[src/rtl/flash_rst_pkg.sv]
package flash_rst_pkg;
  typedef enum logic [1:0] {
    ST_PWRUP = 2'd0,
    ST_WARM  = 2'd1,
    ST_HOLD  = 2'd2,
    ST_READY = 2'd3
  } rst_state_e;
endpackage

[src/rtl/flash_rst_sync.sv]
module flash_rst_sync #(
  parameter int STAGES = 2
) (
  input  logic clk_i,
  input  logic rst_ni,
  input  logic d_i,
  output logic q_o
);
  logic [STAGES-1:0] chain_q;

  always_ff @(posedge clk_i or negedge rst_ni) begin
    if (!rst_ni) chain_q <= '1;
    else         chain_q <= {chain_q[STAGES-2:0], d_i};
  end

  assign q_o = chain_q[STAGES-1];
endmodule

[src/rtl/flash_rst_width.sv]
module flash_rst_width #(
  parameter int T_RP = 10
) (
  input  logic clk_i,
  input  logic rst_ni,
  input  logic en_i,
  input  logic low_i,
  output logic qual_o
);
  localparam int CW = $clog2(T_RP + 1);
  localparam logic [CW-1:0] LAST = CW'(T_RP - 1);

  logic [CW-1:0] cnt_q;
  logic          counting;

  assign counting = en_i & low_i;

  always_ff @(posedge clk_i or negedge rst_ni) begin
    if (!rst_ni)                      cnt_q <= '0;
    else if (!counting)               cnt_q <= '0;
    else if (cnt_q != LAST)           cnt_q <= cnt_q + 1'b1;
  end

  assign qual_o = counting & (cnt_q == LAST);
endmodule

[src/rtl/flash_rst_timer.sv]
module flash_rst_timer #(
  parameter int TW      = 8,
  parameter int RST_VAL = 100
) (
  input  logic          clk_i,
  input  logic          rst_ni,
  input  logic          load_i,
  input  logic [TW-1:0] load_val_i,
  output logic          done_o
);
  logic [TW-1:0] cnt_q;

  always_ff @(posedge clk_i or negedge rst_ni) begin
    if (!rst_ni)           cnt_q <= TW'(RST_VAL);
    else if (load_i)       cnt_q <= load_val_i;
    else if (cnt_q != '0)  cnt_q <= cnt_q - 1'b1;
  end

  assign done_o = (cnt_q == '0);
endmodule

[src/rtl/flash_rst_ctrl.sv]
module flash_rst_ctrl
  import flash_rst_pkg::*;
#(
  parameter int T_RP  = 10,
  parameter int T_RPH = 1750,
  parameter int T_PU  = 15000,
  parameter int T_SWR = 1750
) (
  input  logic clk_i,
  input  logic rst_ni,
  input  logic rst_pin_ni,
  input  logic cs_ni,
  input  logic sw_rst_i,
  input  logic por_ok_i,
  output logic blocked_o,
  output logic out_en_o,
  output logic reg_clr_o,
  output logic standby_o
);
  localparam int MAX_A = (T_RPH > T_SWR) ? T_RPH : T_SWR;
  localparam int MAX_T = (T_PU > MAX_A) ? T_PU : MAX_A;
  localparam int TW    = $clog2(MAX_T + 1);

  rst_state_e    state_q, state_d;
  logic          pin_s;
  logic          qual;
  logic          tmr_done;
  logic          tmr_load;
  logic [TW-1:0] tmr_val;
  logic          clr_d, clr_q;
  logic          ready;

  assign ready = (state_q == ST_READY);

  flash_rst_sync #(.STAGES(2)) u_sync (
    .clk_i (clk_i),
    .rst_ni(rst_ni),
    .d_i   (rst_pin_ni),
    .q_o   (pin_s)
  );

  flash_rst_width #(.T_RP(T_RP)) u_width (
    .clk_i (clk_i),
    .rst_ni(rst_ni),
    .en_i  (ready),
    .low_i (!pin_s),
    .qual_o(qual)
  );

  flash_rst_timer #(.TW(TW), .RST_VAL(T_PU)) u_timer (
    .clk_i     (clk_i),
    .rst_ni    (rst_ni),
    .load_i    (tmr_load),
    .load_val_i(tmr_val),
    .done_o    (tmr_done)
  );

  always_comb begin
    state_d  = state_q;
    tmr_load = 1'b0;
    tmr_val  = TW'(T_RPH);
    clr_d    = 1'b0;
    unique case (state_q)
      ST_PWRUP, ST_WARM: begin
        // window closed: hold while pin still low
        if (tmr_done) state_d = pin_s ? ST_READY : ST_HOLD;
      end
      ST_HOLD: begin
        if (pin_s) state_d = ST_READY;
      end
      ST_READY: begin
        if (qual) begin
          clr_d    = 1'b1;
          tmr_load = 1'b1;
          if (por_ok_i) begin
            tmr_val = TW'(T_RPH);
            state_d = ST_WARM;
          end else begin
            tmr_val = TW'(T_PU);
            state_d = ST_PWRUP;
          end
        end else if (sw_rst_i && pin_s) begin
          clr_d    = 1'b1;
          tmr_load = 1'b1;
          tmr_val  = TW'(T_SWR);
          state_d  = ST_WARM;
        end
      end
      default: state_d = ST_PWRUP;
    endcase
  end

  always_ff @(posedge clk_i or negedge rst_ni) begin
    if (!rst_ni) begin
      state_q <= ST_PWRUP;
      clr_q   <= 1'b0;
    end else begin
      state_q <= state_d;
      clr_q   <= clr_d;
    end
  end

  assign blocked_o = !ready;
  assign out_en_o  = ready & !cs_ni;
  assign standby_o = ready & cs_ni;
  assign reg_clr_o = clr_q;
endmodule

[config.mk]
export PLATFORM = sky130hd
export DESIGN_NAME = flash_rst_ctrl
export DESIGN_NICKNAME = d
export VERILOG_FILES = /design/src/rtl/flash_rst_pkg.sv /design/src/rtl/flash_rst_sync.sv /design/src/rtl/flash_rst_width.sv /design/src/rtl/flash_rst_timer.sv /design/src/rtl/flash_rst_ctrl.sv
export SDC_FILE = /design/constraint.sdc
export NUM_CORES = 1
export LEC_CHECK = 0
export BUFFER_PORTS_ARGS = -buffer_cell sky130_fd_sc_hd__buf_2
export CORE_MARGIN = 2
export CORE_UTILIZATION = 37
export DETAILED_ROUTE_END_ITERATION = 7
export PLACE_DENSITY = 0.61
export RECOVER_POWER = 50
export SLEW_MARGIN = 30
export SYNTH_ARGS = -nofsm -noshare
export SYNTH_HDL_FRONTEND = slang
export SYNTH_SLANG_ARGS = --single-unit
[constraint.sdc]
create_clock -name clk_i -period 2.1 [get_ports clk_i]
set_clock_uncertainty 0.2 [all_clocks]
set_input_delay 0.42 -clock clk_i [delete_from_list [all_inputs] [get_ports clk_i]]
set_output_delay 0.42 -clock clk_i [all_outputs]
set_load 0.02 [all_outputs]
==> reports/metrics.csv <==
stage,metric,value,unit
sta,Final min period,1.95,ns
sta,Setup WS post-layout,0.152,ns
finish,Synth-to-Final Area Change,14.0,%
critical_path,Reg2Reg Depth,5,
critical_path,Critical Path End Type,flip-flop,
power,sequential share of power,62.7,%
clock_tree,number of buffers created by CTS,3,
finish,share of post-route cells with drive strength above 1,26.7,%
routing,Routed WL per cell,12.2,um
critical_path,critical path type,flip-flop to flip-flop,
job,Max-Cap Viols,0,
sta,Worst slew margin,20.2,%
sta,Fin. Hold Viols,0,
worst_hold_path,Hold EP,u_sync.chain_q[1],
synthesis,predominant post-synthesis flop cell,dfrtp_1,
outcome,status,"complete, no violations",
sta,RSZ-0062 raised after global routing,no,
grt,global-route wire length before repair,4.05,mm
sta,hold slack final,0.169,ns
grt,vias in the first global route,889,
die,Die Y,62.4,um
worst_hold_path,HP Class,flip-flop to flip-flop,
worst_hold_path,Worst Min Path Start,u_sync.chain_q[0],
routing,1st-iter DRT viols,33,
synthesis,most frequent cells after synthesis,"dfrtp_1 (14), dfstp_2 (9), nor2_1 (9), nand2_1 (8), o21ai_0 (8)",
critical_path,r2r endpoint,u_timer.cnt_q[10],
die,Boundary Pins,10,
power,peak supply drop,0.000305,V
placed_design,Post-Place Worst Slack,0.0929,ns
synthesis,Post-Syn Area,1260,um^2
synthesis,Syn Inst Count,117,
synthesis,Synth Area in XOR/XNOR,6.95,%
placed_design,hpwl dp,1.63,mm
sta,TNS Setup,0,ns
synthesis,"flops & latches, synth",23,
critical_path,Worst Path Arrival,1.93,ns
sta,Max Fclk,513,MHz
power,total power,1.11,mW
sta,Final Cycle Share,92.8,%
synthesis,largest family of logic cells by synthesized area,simple AND/OR/NAND/NOR gates,
clock_tree,clock slew at reported path FFs,0.12,ns
routing,Vias/cell,4.96,
synthesis,synth warn,0,
synthesis,cell with the most instances after synthesis,dfrtp_1,
synthesis,Post-Synth Adder-Cell Area,2.98,%
power,cell area power density,775,nW/um^2
die,Cell Rows,21,
routing,vias post-DR,898,
grt,total grt overflow,0,
synthesis,"Net Count, Synth",126,
grt,initial antenna violation count,0,
routing,routed wire length,2.21,mm
power,Net Sw Power,0.353,mW
sta,Final setup viols,0,
die,Initial Util,38.1,%
finish,fillers,332,
power,clock power share,18.5,%
synthesis,cell taking the most area after synthesis,dfrtp_1,
placed_design,GP Congestion,0.783,
routing,DRC,0,
clock_tree,clock root buffer,clkbuf_4,
synthesis,sequential area share after synthesis,46.6,%
sta,worst slew pin tran,1.20,ns
grt,largest net degree at the start of global routing,24,
clock_tree,Longest Clk Path Bufs,2,
critical_path,reg-to-reg startpoint,u_timer.cnt_q[10],
placed_design,IO buf count,9,
worst_hold_path,hold depth,0,
power,Leak,0.630,nW
die,die area,3890,um^2
power,Pint,0.760,mW
die,die width,62.4,um
routing,post-route ant nets,0,
synthesis,simple-gate share of the synthesized area,24.3,%
finish,Finished Cell Area,1440,um^2
power,Net Sw Frac,31.7,%
power,combinational power share,18.9,%
placed_design,placed inst area,1370,um^2
finish,# diodes,0,
critical_path,Critical Path Start Type,flip-flop,
sta,Pins Over Slew Limit,0,
synthesis,Mean Syn Cell Area,10.8,um^2
synthesis,Synth area leaders,"dfrtp_1 (28%), dfstp_2 (19%), xnor2_1 (3.5%)",
clock_tree,Sink Count,23,
critical_path,"setup slack, reg-to-reg",0.15,ns
synthesis,Post-synth EDFFs,0,
clock_tree,TritonCTS clock tree,yes,
synthesis,mux cell area share after synthesis,2.78,%
synthesis,post-synthesis async set-or-reset flop share,100,%
routing,drt first pass iters,4,
die,core area,3310,um^2
grt,Tot GR Track Use,12.9,%
finish,Post-layout nets,145,
synthesis,post-synth top area share,27.8,%
clock_tree,H-Tree Depth,1,
synthesis,Compound-Gate Fraction of Synth Area,12.7,%
critical_path,crit-path max FO,8,
critical_path,Required @ worst endpoint,2.08,ns
synthesis,Synth cell types,38,
clock_tree,clk_lat worst skew,0.32,ns
==> state kept, by name, summed over array words and instances, names as in the netlist <==
register and count:
reg_clr_o 1, state_q 2, u_sync.chain_q 2, u_timer.cnt_q 14, u_width.cnt_q 4
==> metal layers <==
layer	up-vias	part of all wire [%]	track usage [%]
met3	2	2.4	3.80
li1	446	-	-
met2	7	49	21.5
met4	0	0.77	2.50
met5	-	0	0
met1	443	47	16.7
==> cell families (layout without fill, tap and decap cells) <==
| kind of cell | count (synthesis) | in the layout |
|---|---|---|
| compound gates | 25 | 25 |
| xor+xnor | 10 | 10 |
| fa+ha+maj | 3 | 3 |
| buf+inv | 7 | 25 |
| flops | 23 | 23 |
| mux | 3 | 3 |
| simple gates | 46 | 46 |
==> stage by stage <==
stage	cells	util, %
after floorplan	117	-
after global placement	174	41.5
after detailed placement	174	41.5
after CTS	180	42.9
after global routing	181	43.4
final	181	43.4
==> power groups by stage <==
stage	clock network, mW	logic [mW]	registers, mW
after floorplan	0	0.167	0.676
after detailed placement	0	0.208	0.705
after global routing	0.239	0.240	0.717
final	0.206	0.210	0.697
after global placement	0	0.204	0.703
after CTS	0.218	0.213	0.696
==> layout make-up <==
type	instances	area (um^2)	area share, %
inverter	3	11.3	0.784
clock buffer	3	22.5	1.57
tap	46	57.6	4.01
sequential	23	587	40.9
clock inverter	1	5.00	0.348
timing repair buffer	18	116	8.10
multi-input combinational	87	637	44.3
==> cells in the final DEF (no fill, tap or decap), types with 2 or more instances in the layout <==
| master | instances |
|---|---|
| a211oi_1 | 4 |
| a21o_1 | 3 |
| a21oi_1 | 4 |
| and3_1 | 2 |
| buf_2 | 8 |
| buf_4 | 7 |
| clkbuf_4 | 3 |
| dfrtp_1 | 14 |
| dfstp_2 | 8 |
| dlygate4sd3_1 | 2 |
| ha_1 | 3 |
| inv_1 | 3 |
| mux2i_1 | 2 |
| nand2_1 | 8 |
| nand2b_1 | 2 |
| nand3_1 | 4 |
| nand4b_1 | 2 |
| nor2_1 | 9 |
| nor2b_1 | 5 |
| nor4_1 | 2 |
| nor4_4 | 2 |
| o21ai_0 | 8 |
| or3_1 | 2 |
| xnor2_1 | 5 |
| xor2_1 | 5 |
==> how the worst max path moves through the flow <==
| stage | slack [ns] | startpoint | end |
|---|---|---|---|
| floorplan | 0.14 | u_timer.cnt_q[0] | u_timer.cnt_q[5] |
| global placement | 0.13 | u_timer.cnt_q[10] | u_timer.cnt_q[10] |
| detailed placement | 0.09 | u_width.cnt_q[1] | state_q[0] |
| CTS | 0.06 | u_width.cnt_q[1] | state_q[0] |
| global route | 0.002 | u_timer.cnt_q[10] | u_timer.cnt_q[10] |
| finish | 0.15 | u_timer.cnt_q[10] | u_timer.cnt_q[10] |
==> timing repair <==
action | 4_1_cts | 5_1_grt
setup buffers | 0 | 1
setup endpoints to repair | 0 | 2
hold endpoints to repair | 15 | 0
resized for setup | 0 | 2
hold buffers | 2 | 0
==> worst max-delay path, cell delays in order, from the launching register on <==
cell,delay [ns]
dfrtp_1,0.44
nor4_4,0.34
nor3b_4,0.29
buf_4,0.19
a21o_1,0.23
o21ai_0,0.14
Power figures use the tool's default switching activity.
